--- config.mk ---
export PLATFORM = sky130hd
export DESIGN_NAME = alu_cond_unit
export DESIGN_NICKNAME = d
export VERILOG_FILES = /design/src/rtl/alu_cond_pkg.sv /design/src/rtl/alu_core.sv /design/src/rtl/flag_reg.sv /design/src/rtl/cond_eval.sv /design/src/rtl/alu_cond_unit.sv
export SDC_FILE = /design/constraint.sdc
export NUM_CORES = 1
export LEC_CHECK = 0
export ABC_CLOCK_PERIOD_IN_PS = 9600
export BUFFER_PORTS_ARGS = -buffer_cell sky130_fd_sc_hd__buf_2
export CAP_MARGIN = 10
export CORE_MARGIN = 1
export CORE_UTILIZATION = 45
export DETAILED_ROUTE_END_ITERATION = 16
export PLACE_DENSITY = 0.72
export SLEW_MARGIN = 10
export SYNTH_ARGS = -nofsm -noshare
export SYNTH_HDL_FRONTEND = slang
export SYNTH_SLANG_ARGS = --single-unit
--- constraint.sdc ---
create_clock -name clk_i -period 9.6 [get_ports clk_i]
set_clock_uncertainty 0.05 [all_clocks]
set_input_delay 1.44 -clock clk_i [delete_from_list [all_inputs] [get_ports clk_i]]
set_output_delay 1.44 -clock clk_i [all_outputs]
set_load 0.05 [all_outputs]
--- src/rtl/alu_cond_pkg.sv ---
package alu_cond_pkg;

  localparam logic [3:0] FN_ADD = 4'd0;
  localparam logic [3:0] FN_SUB = 4'd1;
  localparam logic [3:0] FN_AND = 4'd2;
  localparam logic [3:0] FN_XOR = 4'd3;

  localparam logic [3:0] CC_ALWAYS = 4'd0;
  localparam logic [3:0] CC_LE     = 4'd1;
  localparam logic [3:0] CC_LT     = 4'd2;
  localparam logic [3:0] CC_EQ     = 4'd3;
  localparam logic [3:0] CC_NE     = 4'd4;
  localparam logic [3:0] CC_GE     = 4'd5;
  localparam logic [3:0] CC_GT     = 4'd6;

  typedef struct packed {
    logic zf;
    logic sf;
    logic of;
  } flags_t;

  localparam flags_t FLAGS_RST = '{zf: 1'b1, sf: 1'b0, of: 1'b0};

endpackage

--- src/rtl/alu_core.sv ---
module alu_core
  import alu_cond_pkg::*;
#(
  parameter int unsigned DATA_W = 64
) (
  input  logic [DATA_W-1:0] op_a_i,
  input  logic [DATA_W-1:0] op_b_i,
  input  logic [3:0]        fn_i,
  output logic [DATA_W-1:0] res_o,
  output flags_t            flags_o,
  output logic              valid_o
);
  localparam int unsigned MSB = DATA_W - 1;

  logic [DATA_W-1:0] sum, diff;
  logic              of_add, of_sub;

  assign sum    = op_b_i + op_a_i;
  assign diff   = op_b_i - op_a_i;
  assign of_add = (op_a_i[MSB] == op_b_i[MSB]) && (sum[MSB] != op_a_i[MSB]);
  assign of_sub = (op_a_i[MSB] != op_b_i[MSB]) && (diff[MSB] != op_b_i[MSB]);

  always_comb begin
    res_o      = '0;
    flags_o.of = 1'b0;
    valid_o    = 1'b1;
    unique case (fn_i)
      FN_ADD: begin res_o = sum;  flags_o.of = of_add; end
      FN_SUB: begin res_o = diff; flags_o.of = of_sub; end
      FN_AND: res_o = op_a_i & op_b_i;
      FN_XOR: res_o = op_a_i ^ op_b_i;
      default: valid_o = 1'b0;
    endcase
    flags_o.zf = (res_o == '0);
    flags_o.sf = res_o[MSB];
  end

endmodule

--- src/rtl/flag_reg.sv ---
module flag_reg
  import alu_cond_pkg::*;
(
  input  logic   clk_i,
  input  logic   rst_ni,
  input  logic   load_i,
  input  flags_t d_i,
  output flags_t q_o
);
  always_ff @(posedge clk_i or negedge rst_ni) begin
    if (!rst_ni)     q_o <= FLAGS_RST;
    else if (load_i) q_o <= d_i;
  end

  // no load, no change
  assert_flags_hold_R7: assert property (@(posedge clk_i) disable iff (!rst_ni)
    !load_i |=> $stable(q_o));

endmodule

--- src/rtl/cond_eval.sv ---
module cond_eval
  import alu_cond_pkg::*;
(
  input  logic [3:0] cond_fn_i,
  input  flags_t     flags_i,
  output logic       true_o
);
  logic lt;
  assign lt = flags_i.sf ^ flags_i.of;

  always_comb begin
    unique case (cond_fn_i)
      CC_ALWAYS: true_o = 1'b1;
      CC_LE:     true_o = lt | flags_i.zf;
      CC_LT:     true_o = lt;
      CC_EQ:     true_o = flags_i.zf;
      CC_NE:     true_o = ~flags_i.zf;
      CC_GE:     true_o = ~lt;
      CC_GT:     true_o = ~lt & ~flags_i.zf;
      default:   true_o = 1'b0;
    endcase
  end

endmodule

--- src/rtl/alu_cond_unit.sv ---
module alu_cond_unit
  import alu_cond_pkg::*;
#(
  parameter int unsigned DATA_W = 64
) (
  input  logic              clk_i,
  input  logic              rst_ni,
  input  logic [DATA_W-1:0] op_a_i,
  input  logic [DATA_W-1:0] op_b_i,
  input  logic [3:0]        alu_fn_i,
  input  logic              set_flags_i,
  input  logic [3:0]        cond_fn_i,
  output logic [DATA_W-1:0] result_o,
  output logic              zf_o,
  output logic              sf_o,
  output logic              of_o,
  output logic              cond_true_o
);
  flags_t next_flags, cur_flags;
  logic   fn_valid;

  alu_core #(.DATA_W(DATA_W)) i_core (
    .op_a_i  (op_a_i),
    .op_b_i  (op_b_i),
    .fn_i    (alu_fn_i),
    .res_o   (result_o),
    .flags_o (next_flags),
    .valid_o (fn_valid)
  );

  flag_reg i_flags (
    .clk_i  (clk_i),
    .rst_ni (rst_ni),
    .load_i (set_flags_i & fn_valid),
    .d_i    (next_flags),
    .q_o    (cur_flags)
  );

  cond_eval i_cond (
    .cond_fn_i (cond_fn_i),
    .flags_i   (cur_flags),
    .true_o    (cond_true_o)
  );

  assign zf_o = cur_flags.zf;
  assign sf_o = cur_flags.sf;
  assign of_o = cur_flags.of;

  assert_bad_fn_zero_R4: assert property (@(posedge clk_i) disable iff (!rst_ni)
    (alu_fn_i > 4'd3) |-> (result_o == '0));

  assert_bad_fn_keeps_flags_R4: assert property (@(posedge clk_i) disable iff (!rst_ni)
    (alu_fn_i > 4'd3) |=> $stable({zf_o, sf_o, of_o}));

  assert_zero_capture_R5: assert property (@(posedge clk_i) disable iff (!rst_ni)
    (set_flags_i && alu_fn_i <= 4'd3) |=> (zf_o == ($past(result_o) == '0)));

  assert_logic_no_overflow_R6: assert property (@(posedge clk_i) disable iff (!rst_ni)
    (set_flags_i && (alu_fn_i == FN_AND || alu_fn_i == FN_XOR)) |=> !of_o);

  assert_eq_tracks_zf_R9: assert property (@(posedge clk_i) disable iff (!rst_ni)
    (cond_fn_i == CC_EQ) |-> (cond_true_o == zf_o));

  assert_high_codes_false_R10: assert property (@(posedge clk_i) disable iff (!rst_ni)
    (cond_fn_i > 4'd6) |-> !cond_true_o);

endmodule

==> metrics.yaml <==
sta:
  fin_crit_sh_pct: 81.8
  hold_viol_final: 0
  rsz0062_at_grt: "false"
  finalSetupViolations: 0
  tightest_slew_ps: 1050
  worst_slack_ps: 1750
  finalCriticalPeriod_ps: 7850
  drv_slew: 0
  relSlewSlack_pct: 29.7
  setup_tns_ps: 0
  fmax_ghz: 0.127
worst_setup_path:
  critical_path_arrival_ps: 6360
  critPathSlowestCell: "or4_4"
  crit_type: "primary input to output port"
  cp_top_family: "compound AO/OA/AOI/OAI gates"
  path_max_fanout: 15
  endpoint_kind: "output port"
  r2r_slack_ps: 8730
  r2r_end: "i_flags.q_o[2]"
  crit_top_cell: "o21ai_0"
  critPathRequiredTime_ps: 8110
  r2r_start: "i_flags.q_o[2]"
  slowest_delay_ps: 610
  rr_worst_depth: 2
  cp.buffers_inverters: 3
  start_kind: "primary input"
  critical_path.cell_chain: "buf_2, inv_1, ha_1, or4_4, or4_1, o221ai_2, o21ai_2, o211ai_2, a41oi_4, o21ai_0, a211o_1, a21oi_1, o21ai_0, o21ai_0, a222oi_1, o21ai_0, buf_2"
clock_tree:
  clk_latency_ps: 230
  h-tree-depth: 1
  cts_root_buffer: "clkbuf_16"
  post-cts-setup-buffer-count: 0
  clockBufferDepth: 2
  clkSlewWorstSetupHoldPaths_ps: 30
  cts_inserted_buffers: 3
  cts_hold_buf: 0
  cts_resized: 0
  cts_sinks: 3
  cts_tree: "done"
final_layout:
  final_cell_mix: "buf_2 (206), a21oi_1 (198), nor2_1 (160)"
  syn2layout_area_growth_pct: 11.9
  layout-drive-gt1-share_pct: 14.9
  ff_latch_area_sq_um: 76.3
  largest-register: "i_flags.q_o"
  nFillCells: 2466
  layout.cells.non_filler: 2143
  final_common_cell: "buf_2"
  reg_top3: "i_flags.q_o (3)"
  largest_reg_flops: 3
  nets: 2099
  multi_input_area_sq_mm: 0.00951
yosys:
  async_flop_share_pct: 100
  synthesis.instances: 1707
  synth_seq_cells: 3
  ys.flop_type: "dfrtp_1"
  synth_area_per_cell_sq_um: 6.17
  ys_seq_area_share_pct: 0.725
  synthDistinctLibCells: 92
  yosys_warnings: 0
  synth-edff-count: 0
  netlist_area_sq_mm: 0.0105
  synth_nets: 1976
die:
  die_h_um: 155
  initial_utilization_pct: 46.2
  rows: 55
  die_x_um: 155
  die_area_sq_mm: 0.0240
  core_area_sq_mm: 0.0228
  io_pins: 207
global_routing:
  grt_pass1_vias: 13900
  overflow: 0
  grtUsageTotal_pct: 45.3
  antenna_found_initial: 2
  grt_max_degree: 51
  grt_pass1_wl_mm: 83.7
min_path:
  hold_end: "i_flags.q_o[0]"
  hp-start: "i_flags.q_o[0]"
  hold-path-cell-count: 2
  hold_path.class: "register to register"
power_and_ir_drop:
  seqPwrFrac_pct: 1.4
  p_leak_uw: 0.00518
  powerDensity_mw_per_mm2: 84.4
  pwr-share-clk_pct: 6.9
  power_frac_comb_pct: 91.7
  switching_share_pct: 66.5
  p_switching_uw: 661
  vdd_ir_drop_max_mv: 0.0561
  p_int_uw: 333
route:
  drtPass1Iterations: 8
  vias_per_cell: 6.96
  via_count: 14900
  drt_iter0_drc: 1823
  routedWlPerCell_um: 26.3
  ant_nets: 0
  drc: 0
  finalWirelength_mm: 56.3
place:
  dp_cells: 2138
  place_ws_ps: 2100
  dpl.hpwl_mm: 44.6
  io_buffers: 206
  routabilityCongestion: 1.06
status:
  status: "completed"
job:
  drv_cap: 0
-- routing by layer --
metal  global-route usage (%)  part of all wire [%]  up-vias
li1                         -                     -     6643
met1                     54.5                    36     6840
met2                     72.4                    43     1141
met3                     9.81                    13      286
met4                     30.6                   8.2        0
met5                        0                     0        -
-- area by class of cell --
| class | count | share of cell area [%] |
|---|---|---|
| Antenna cell | 1 | 0.0212 |
| Tap cell | 313 | 3.32 |
| Timing Repair Buffer | 227 | 10.1 |
| Multi-Input combinational cell | 1452 | 80.7 |
| Sequential cell | 3 | 0.648 |
| Clock buffer | 4 | 0.669 |
| Inverter | 143 | 4.56 |
-- kinds of logic (layout without fill, tap and decap cells) --
group | count (synthesis) | in the layout | synth area share [%]
flops | 3 | 3 | 0.725
compound gates | 651 | 651 | 41.0
fa+ha+maj | 130 | 130 | 15.6
buf+inv | 252 | 374 | 9.13
xor+xnor | 31 | 31 | 2.58
mux | 22 | 22 | 2.18
simple gates | 618 | 618 | 28.8
other cells | 0 | 1 | 0
-- worst register-to-register path: stages, from the launching register on --
cell     delay [ps]
dfstp_2         570
nand2_1         100
o41ai_2          60
-- power by group through the flow --
stage               clock network (uW)  logic [uW]  registers (uW)
global route                      69.5         961            14.1
floorplan                            0         596            16.6
detailed placement                   0         873            14.2
finish                            68.3         912            14.1
global placement                     0         873            14.2
CTS                               67.9         877            14.0
-- how the worst max path moves through the flow --
stage | start | end | slack (ps) | cells after the start
CTS | op_a_i[3] | result_o[63] | 1910 | 17
global route | op_a_i[3] | result_o[63] | 1610 | 17
floorplan | op_a_i[6] | result_o[59] | 2320 | 13
global placement | op_a_i[3] | result_o[63] | 2140 | 17
detailed placement | op_a_i[2] | result_o[63] | 2100 | 16
finish | op_a_i[3] | result_o[63] | 1750 | 17
-- synth_stat cells, drive strengths merged, types with 7 or more instances --
| master | n | area (sq um) |
|---|---|---|
| and2 | 9 | 56.3 |
| or2 | 7 | 43.8 |
| buf | 18 | 82.6 |
| o21bai | 15 | 113 |
| a22oi | 8 | 60.1 |
| inv | 142 | 533 |
| and3 | 10 | 62.6 |
| a21boi | 7 | 52.6 |
| clkbuf | 91 | 342 |
| a211oi | 26 | 195 |
| nand2b | 16 | 100 |
| nor4 | 44 | 275 |
| o211ai | 34 | 260 |
| or4 | 14 | 109 |
| o221ai | 17 | 155 |
| a221oi | 11 | 96.3 |
| or3 | 13 | 81.3 |
| nor3 | 47 | 235 |
| a31oi | 24 | 150 |
| xnor2 | 28 | 245 |
| o22ai | 11 | 68.8 |
| a221o | 9 | 90.1 |
| a2111oi | 10 | 113 |
| mux2i | 15 | 150 |
| a21oi | 198 | 991 |
| ha | 128 | 1600 |
| nor2b | 20 | 125 |
| mux2 | 7 | 78.8 |
| o31ai | 45 | 343 |
| o21a | 11 | 82.6 |
| nor2 | 164 | 618 |
| a41oi | 7 | 80.1 |
| a32oi | 9 | 78.8 |
| nand3 | 50 | 250 |
| a21o | 27 | 203 |
| nand2 | 159 | 597 |
| o21ai | 121 | 609 |
| nand4 | 37 | 231 |
| o2111ai | 7 | 61.3 |
-- per-stage QoR --
stage,hold WS (ps),util (%),instance area (sq um),power (uW)
global placement,453,51.4,11700,887
global route,513,51.7,11800,1050
finish,464,51.7,11800,995
detailed placement,460,51.4,11700,887
CTS,466,51.7,11800,959
floorplan,559,-,10500,613
Power figures use the tool's default switching activity.
